**src/rtl/sw_rp_pkg.sv**
```systemverilog
package sw_rp_pkg;

   typedef enum logic [1:0] {
      PH_IDLE  = 2'd0,
      PH_LOW   = 2'd1,
      PH_WAIT  = 2'd2,
      PH_DRIVE = 2'd3
   } phase_e;

   function automatic int unsigned max_of3(input int unsigned a,
                                           input int unsigned b,
                                           input int unsigned c);
      int unsigned m;
      m = a;
      if (b > m) m = b;
      if (c > m) m = c;
      return m;
   endfunction

endpackage

```
**src/rtl/sw_rp_infilt.sv**
```systemverilog
module sw_rp_infilt #(
   parameter int unsigned STAGES   = 2,
   parameter int unsigned HOLD_CYC = 50
) (
   input  logic clk_i,
   input  logic rst_ni,
   input  logic line_i,
   output logic level_o,
   output logic fall_o
);
   localparam int unsigned CW = (HOLD_CYC > 1) ? $clog2(HOLD_CYC) : 1;

   logic [STAGES-1:0] sync_q;
   logic [CW-1:0]     hold_q;
   logic              level_q;
   logic              prev_q;

   for (genvar gi = 0; gi < STAGES; gi++) begin : g_sync
      if (gi == 0) begin : g_first
         always_ff @(posedge clk_i or negedge rst_ni) begin
            if (!rst_ni) sync_q[gi] <= 1'b1;
            else         sync_q[gi] <= line_i;
         end
      end else begin : g_next
         always_ff @(posedge clk_i or negedge rst_ni) begin
            if (!rst_ni) sync_q[gi] <= 1'b1;
            else         sync_q[gi] <= sync_q[gi-1];
         end
      end
   end

   always_ff @(posedge clk_i or negedge rst_ni) begin
      if (!rst_ni) begin
         hold_q  <= '0;
         level_q <= 1'b1;
         prev_q  <= 1'b1;
      end else begin
         prev_q <= level_q;
         if (sync_q[STAGES-1] == level_q) begin
            hold_q <= '0;
         end else if (hold_q == CW'(HOLD_CYC - 1)) begin
            hold_q  <= '0;
            level_q <= sync_q[STAGES-1];
         end else begin
            hold_q <= hold_q + 1'b1;
         end
      end
   end

   assign level_o = level_q;
   assign fall_o  = prev_q & ~level_q;

endmodule

```
**src/rtl/sw_rp_usec.sv**
```systemverilog
module sw_rp_usec #(
   parameter int unsigned TICK_DIV = 50,
   parameter int unsigned US_W     = 9
) (
   input  logic            clk_i,
   input  logic            rst_ni,
   input  logic            restart_i,
   input  logic            pre_one_i,
   input  logic            run_i,
   output logic [US_W-1:0] us_o,
   output logic            tick_o
);
   localparam int unsigned PW = $clog2(TICK_DIV);

   logic [PW-1:0]   pre_q;
   logic [US_W-1:0] us_q;

   assign tick_o = run_i && (pre_q == PW'(TICK_DIV - 1));
   assign us_o   = us_q;

   always_ff @(posedge clk_i or negedge rst_ni) begin
      if (!rst_ni) begin
         pre_q <= '0;
         us_q  <= '0;
      end else if (restart_i) begin
         pre_q <= pre_one_i ? PW'(1) : '0;
         us_q  <= '0;
      end else if (run_i) begin
         if (tick_o) begin
            pre_q <= '0;
            if (us_q != {US_W{1'b1}}) us_q <= us_q + 1'b1;
         end else begin
            pre_q <= pre_q + 1'b1;
         end
      end
   end

endmodule

```
**src/rtl/sw_rp_ctrl.sv**
```systemverilog
module sw_rp_ctrl
   import sw_rp_pkg::*;
#(
   parameter int unsigned US_W        = 9,
   parameter int unsigned RST_MIN_STD = 480,
   parameter int unsigned RST_MIN_OD  = 48,
   parameter int unsigned OD_EXIT_US  = 480,
   parameter int unsigned PD_DLY_STD  = 30,
   parameter int unsigned PD_DLY_OD   = 3,
   parameter int unsigned PD_WID_STD  = 120,
   parameter int unsigned PD_WID_OD   = 12
) (
   input  logic            clk_i,
   input  logic            rst_ni,
   input  logic            level_i,
   input  logic            fall_i,
   input  logic            od_req_i,
   input  logic [US_W-1:0] us_i,
   input  logic            tick_i,
   output logic            restart_o,
   output logic            pre_one_o,
   output logic            run_o,
   output logic            pd_o,
   output logic            det_o,
   output logic            od_o
);
   localparam logic [US_W-1:0] THR_STD  = US_W'(RST_MIN_STD);
   localparam logic [US_W-1:0] THR_OD   = US_W'(RST_MIN_OD);
   localparam logic [US_W-1:0] EXIT_LIM = US_W'(OD_EXIT_US);
   localparam logic [US_W-1:0] DLY_STD  = US_W'(PD_DLY_STD - 1);
   localparam logic [US_W-1:0] DLY_OD   = US_W'(PD_DLY_OD - 1);
   localparam logic [US_W-1:0] WID_STD  = US_W'(PD_WID_STD - 1);
   localparam logic [US_W-1:0] WID_OD   = US_W'(PD_WID_OD - 1);

   phase_e          state_q, state_d;
   logic            od_q, od_d;
   logic            pres_od_q;
   logic            det_q;
   logic            rst_ok;
   logic [US_W-1:0] thr;
   logic [US_W-1:0] dly_last;
   logic [US_W-1:0] wid_last;

   assign thr      = od_q      ? THR_OD : THR_STD;
   assign dly_last = pres_od_q ? DLY_OD : DLY_STD;
   assign wid_last = pres_od_q ? WID_OD : WID_STD;

   always_comb begin
      state_d   = state_q;
      od_d      = od_q;
      restart_o = 1'b0;
      pre_one_o = 1'b0;
      run_o     = 1'b0;
      rst_ok    = 1'b0;
      unique case (state_q)
         PH_IDLE: begin
            if (fall_i) begin
               state_d   = PH_LOW;
               restart_o = 1'b1;
               pre_one_o = 1'b1;
            end
         end
         PH_LOW: begin
            run_o = 1'b1;
            if (level_i) begin
               if (us_i >= thr) begin
                  rst_ok    = 1'b1;
                  restart_o = 1'b1;
                  state_d   = PH_WAIT;
               end else begin
                  state_d = PH_IDLE;
               end
            end
         end
         PH_WAIT: begin
            run_o = 1'b1;
            if (tick_i && (us_i == dly_last)) begin
               restart_o = 1'b1;
               state_d   = PH_DRIVE;
            end
         end
         PH_DRIVE: begin
            run_o = 1'b1;
            if (tick_i && (us_i == wid_last)) begin
               restart_o = 1'b1;
               state_d   = PH_IDLE;
            end
         end
         default: state_d = PH_IDLE;
      endcase
      if (rst_ok) begin
         od_d = (us_i >= EXIT_LIM) ? 1'b0 : od_q;
      end else if (od_req_i) begin
         od_d = 1'b1;
      end
   end

   always_ff @(posedge clk_i or negedge rst_ni) begin
      if (!rst_ni) begin
         state_q   <= PH_IDLE;
         od_q      <= 1'b0;
         pres_od_q <= 1'b0;
         det_q     <= 1'b0;
      end else begin
         state_q <= state_d;
         od_q    <= od_d;
         det_q   <= rst_ok;
         if (rst_ok) pres_od_q <= od_d;
      end
   end

   assign pd_o  = (state_q == PH_DRIVE);
   assign det_o = det_q;
   assign od_o  = od_q;

endmodule

```
**src/rtl/sw_reset_presence.sv**
```systemverilog
module sw_reset_presence
   import sw_rp_pkg::*;
#(
   parameter int unsigned TICK_DIV    = 50,
   parameter int unsigned SYNC_STAGES = 2,
   parameter int unsigned GLITCH_CYC  = TICK_DIV,
   parameter int unsigned RST_MIN_STD = 480,
   parameter int unsigned RST_MIN_OD  = 48,
   parameter int unsigned OD_EXIT_US  = 480,
   parameter int unsigned PD_DLY_STD  = 30,
   parameter int unsigned PD_DLY_OD   = 3,
   parameter int unsigned PD_WID_STD  = 120,
   parameter int unsigned PD_WID_OD   = 12
) (
   input  logic clk_i,
   input  logic rst_ni,
   input  logic line_i,
   input  logic od_req_i,
   output logic line_pd_o,
   output logic rst_seen_o,
   output logic od_mode_o
);
   localparam int unsigned MAX_US = max_of3(max_of3(RST_MIN_STD, RST_MIN_OD, OD_EXIT_US),
                                            max_of3(PD_DLY_STD, PD_DLY_OD, 1),
                                            max_of3(PD_WID_STD, PD_WID_OD, 1));
   localparam int unsigned US_W   = $clog2(MAX_US + 1);

   if (TICK_DIV < 2) begin : g_bad_tick
      $error("sw_reset_presence: TICK_DIV must be at least 2");
   end
   if (SYNC_STAGES < 2) begin : g_bad_sync
      $error("sw_reset_presence: SYNC_STAGES must be at least 2");
   end
   if (GLITCH_CYC < 2) begin : g_bad_glitch
      $error("sw_reset_presence: GLITCH_CYC must be at least 2");
   end
   if (PD_DLY_STD < 1 || PD_DLY_OD < 1 || PD_WID_STD < 1 || PD_WID_OD < 1) begin : g_bad_pres
      $error("sw_reset_presence: presence delay and width must be nonzero");
   end
   if (RST_MIN_OD > RST_MIN_STD || RST_MIN_OD < 1) begin : g_bad_thr
      $error("sw_reset_presence: overdrive threshold must be 1..regular threshold");
   end

   logic            level;
   logic            fall;
   logic            restart;
   logic            pre_one;
   logic            run;
   logic            tick;
   logic [US_W-1:0] us_cnt;

   sw_rp_infilt #(
      .STAGES   (SYNC_STAGES),
      .HOLD_CYC (GLITCH_CYC)
   ) u_infilt (
      .clk_i   (clk_i),
      .rst_ni  (rst_ni),
      .line_i  (line_i),
      .level_o (level),
      .fall_o  (fall)
   );

   sw_rp_usec #(
      .TICK_DIV (TICK_DIV),
      .US_W     (US_W)
   ) u_usec (
      .clk_i     (clk_i),
      .rst_ni    (rst_ni),
      .restart_i (restart),
      .pre_one_i (pre_one),
      .run_i     (run),
      .us_o      (us_cnt),
      .tick_o    (tick)
   );

   sw_rp_ctrl #(
      .US_W        (US_W),
      .RST_MIN_STD (RST_MIN_STD),
      .RST_MIN_OD  (RST_MIN_OD),
      .OD_EXIT_US  (OD_EXIT_US),
      .PD_DLY_STD  (PD_DLY_STD),
      .PD_DLY_OD   (PD_DLY_OD),
      .PD_WID_STD  (PD_WID_STD),
      .PD_WID_OD   (PD_WID_OD)
   ) u_ctrl (
      .clk_i     (clk_i),
      .rst_ni    (rst_ni),
      .level_i   (level),
      .fall_i    (fall),
      .od_req_i  (od_req_i),
      .us_i      (us_cnt),
      .tick_i    (tick),
      .restart_o (restart),
      .pre_one_o (pre_one),
      .run_o     (run),
      .pd_o      (line_pd_o),
      .det_o     (rst_seen_o),
      .od_o      (od_mode_o)
   );

endmodule

```
**config.mk**
```make
export PLATFORM = sky130hd
export DESIGN_NAME = sw_reset_presence
export DESIGN_NICKNAME = d
export VERILOG_FILES = /design/src/rtl/sw_rp_pkg.sv /design/src/rtl/sw_rp_infilt.sv /design/src/rtl/sw_rp_usec.sv /design/src/rtl/sw_rp_ctrl.sv /design/src/rtl/sw_reset_presence.sv
export SDC_FILE = /design/constraint.sdc
export NUM_CORES = 1
export LEC_CHECK = 0
export BUFFER_PORTS_ARGS = -buffer_cell sky130_fd_sc_hd__buf_2
export CORE_MARGIN = 8
export CORE_UTILIZATION = 29
export CTS_CLUSTER_SIZE = 10
export DETAILED_ROUTE_END_ITERATION = 10
export MAX_ROUTING_LAYER = met4
export PLACE_DENSITY = 0.49
export SLEW_MARGIN = 20
export SYNTH_ARGS = -nofsm -noshare
export SYNTH_HDL_FRONTEND = slang
export SYNTH_SLANG_ARGS = --single-unit
```
**constraint.sdc**
```tcl
create_clock -name clk_i -period 3.15 [get_ports clk_i]
set_input_delay 0.1575 -clock clk_i [delete_from_list [all_inputs] [get_ports clk_i]]
set_output_delay 0.1575 -clock clk_i [all_outputs]
set_load 0.1 [all_outputs]
```
==> key figures <==
Routing
  – DR DRC count: 0
  – Vias per cell: 4.84
  – Drt first pass iters: 4
  – Vias: 1,269
  – ANT nets after route: 0
  – DRT Wirelength: 3660 um
  – Initial DRC count: 79
  – Routed len/inst: 14.0 um

Floorplanning
  – IO Pins: 7
  – Die X: 93.7 um
  – Initial Util: 29.8%
  – Die ar.: around 8800 um^2
  – Die Y: 93.7 um
  – Row count: 28
  – Core area: 5890 um^2

Setup path
  – Critical-path cell list: ha_1, nand4_1, nor2_1, ha_1, or4b_4, nor4_4, xnor2_1, a21oi_2
  – Setup crit end kind: flop
  – Worst Path Buf+Inv: 0
  – Most frequent CP cell: ha_1
  – Max incr delay on CP: 0.61 ns
  – Worst Path Arrival: 2.50 ns
  – CP max FO: 6
  – CP startpoint: u_usec.us_o[0]
  – CP Launch Type: flop
  – Critical path class: reg -> reg
  – Reg2reg start: u_usec.us_o[0]
  – Data required time of the critical path: 3.32 ns
  – Largest delay share family, worst path: simple AND/OR/NAND/NOR gates
  – Worst path slowest cell: or4b_4

STA
  – Worst Max-Slew Pin Slew: 0.698 ns
  – Max-slew violations: 0
  – RSZ-0062 raised after global routing: no
  – Max Clock Freq: 430 MHz
  – Fin. Hold Viols: 0
  – Fin crit share: between 70% and 80%
  – Final min period: ~2.3 ns
  – Final Setup Violations: 0
  – Setup_tns: 0 ns
  – Skew final: approximately 0.0035 ns
  – Worst rel slew slack: between 50 and 60%

Clock network
  – CTS tree: built
  – Cts bufs inserted: 5
  – CTS Sinks: 30
  – Root Driver: clkbuf_8
  – Hold_buf cts: 2
  – H-Tree Depth: 2
  – Reg clk slew, reported paths: 0.07 ns
  – Post-CTS sizing: 0
  – Clk_lat worst skew: 0.28 ns
  – Setup bufs post-CTS: 0
  – Clk buf depth: 2

Cells and area
  – Fraction of layout cells with a size suffix above 1: 18.2%
  – Area Overhead vs Synth: 14.0%
  – Most common cell after layout, fill and taps aside: dfrtp_1
  – Fin area: roughly 2000 um^2
  – Fin util: 33.9%
  – Commonest non-fill, non-tap cells in the layout: dfrtp_1 (26), nand2_1 (19), nor2_1 (15)
  – Final nets: 201
  – # diodes: 0

Global route
  – Met2 GRT Util: 13.8%
  – Met1 usage: 12.3%
  – GRT Residual Overflow: 0
  – GR peak layer: met2
  – Largest net degree at the start of global routing: 31
  – Met3 track demand over resource: under 10%
  – Total track usage: about a tenth
  – Initial antenna violation count: 0
  – Global-route wire length before repair: approximately 6500 um
  – Vias in the first global route: between 1,000 and 1,500

Synthesis
  – Async set-or-reset flop fraction in the synthesized netlist: 100%
  – Synth warn: 0
  – Synth Area in Simple Gates: 23.4%
  – Synth Area in Adders: 7.86%
  – Combinational family with the most area after synthesis: simple AND/OR/NAND/NOR gates
  – Post-Synthesis Cells: 173
  – Register area share after synthesis: a little over two fifths
  – Synth cell types: between 40 and 50
  – Compound-cell area share of the yosys netlist: 14.4%
  – Synth Flop Type: dfrtp_1
  – Post-synth EDFFs: 0
  – Synth Register Bits: 30
  – Mapped Area: 1750 um^2
  – Post-synthesis mux area share: 1.79%
  – Syn_area_per_cell: between 10 and 15 um^2
  – Synth Area in XOR/XNOR: 6.00%
  – Post-synth net total: 188

Run
  – Max Cap Viol: 0

Hold path
  – Hold_sp: od_req_i
  – Hold crit path type: in -> reg

Power
  – Leakage Power: about 0.00081 uW
  – Switching part of the total: 21.5%
  – Share of power burned in registers: 49.1%
  – Logic pwr share: 2.4%
  – Switching power: 173 uW
  – Max IR drop VDD: 0.000279 V
  – P_int: 630 uW
  – Pwr per Cell Area: ~400 nW/um^2
  – Clock Power Share: between 40% and 50%

Placement
  – Final GP Congestion: between 0.8 and 0.9
  – IO buf count: 6
  – DP HPWL: around 2600 um
  – Area after DPL: roughly 1900 um^2

Outcome
  – Status: finished, final reports clean
-- Yosys cell counts, types with 3 or more instances --
cell | count | area share, %
xor2_1 | 4 | 2.0
nand4_1 | 6 | 2.1
inv_1 | 9 | 1.9
nand3_1 | 7 | 2.0
dfstp_2 | 4 | 6.0
a21oi_1 | 9 | 2.6
o21ai_0 | 3 | 0.86
ha_1 | 11 | 7.9
xnor2_1 | 8 | 4.0
nor2_1 | 15 | 3.2
dfrtp_1 | 26 | 37
and2_1 | 3 | 1.1
nor3_1 | 3 | 0.86
nand2_1 | 19 | 4.1
-- kinds of logic after synthesis --
kind of cell               Yosys count
and+or+nand+nor                     71
adders and majority gates           11
buffers and inverters               14
AOI/OAI and AO/OA                   32
xor gates and xnor gates            12
DFF                                 30
muxes                                3
-- flip-flops by register name (all words and copies together), names as in the netlist, named ones only --
| name | count |
|---|---|
| u_ctrl.pres_od_q | 1 |
| u_ctrl.od_o | 1 |
| u_infilt.level_o | 1 |
| u_infilt.hold_q | 6 |
| u_ctrl.det_o | 1 |
| u_usec.us_o | 9 |
| u_infilt.sync_q | 2 |
| u_ctrl.state_q | 1 |
| u_infilt.prev_q | 1 |
| u_usec.pre_q | 6 |
-- power groups by stage --
stage / clock network, uW / registers (uW) / logic (uW)
5_1_grt: 417 / 395 / 23.6
6_report: 389 / 394 / 19.0
3_5_place_dp: 0 / 402 / 18.4
3_3_place_gp: 0 / 402 / 18.0
2_1_floorplan: 0 / 401 / 6.90
4_1_cts: 403 / 394 / 20.4
-- worst reg2reg max path: cells and delay by family (launching register included) --
kind | cells | cell delay, ns
AOI/OAI and AO/OA | 1 | 0.04
xor gates and xnor gates | 1 | 0.16
and+or+nand+nor | 4 | 1.07
adders and majority gates | 2 | 0.51
DFF | 1 | 0.44
-- worst paths after layout --
check	to	slack [ns]	cells after the start
setup / recovery	u_usec.us_o[7]	0.83	8
hold / removal	u_ctrl.od_o	0.06	3
setup reg to reg	u_usec.us_o[7]	0.83	8
hold reg to reg	u_infilt.sync_q[1]	0.36	0
max in group asynchronous	u_usec.us_o[7]	2.25	2
min in group asynchronous	u_infilt.hold_q[3]	0.45	2
-- stage by stage --
step	total power, uW	hold slack (ns)	cells	setup WS, ns
after floorplan	408	-0.138	173	0.626
after global placement	419	0.249	252	0.761
after detailed placement	420	0.260	252	0.834
after CTS	818	0.0485	262	0.799
after global routing	836	0.0646	262	0.658
final	803	0.0591	262	0.825
-- metal layers --
metal,vias to the layer above,part of all wire (%)
li1,649,-
met4,0,1.5
met3,7,2.4
met2,8,45
met5,-,0
met1,605,51
-- final cells by class --
type                            count  area [um^2]
Sequential cell                    30          756
Tap cell                           75         93.8
Multi-Input combinational cell    129          936
Clock buffer                        5         68.8
Inverter                           10         37.5
Timing Repair Buffer               10         65.1
Fill cell                         609         3890
Clock inverter                      3         40.0
Note: power is estimated with default switching activity, not from simulation.
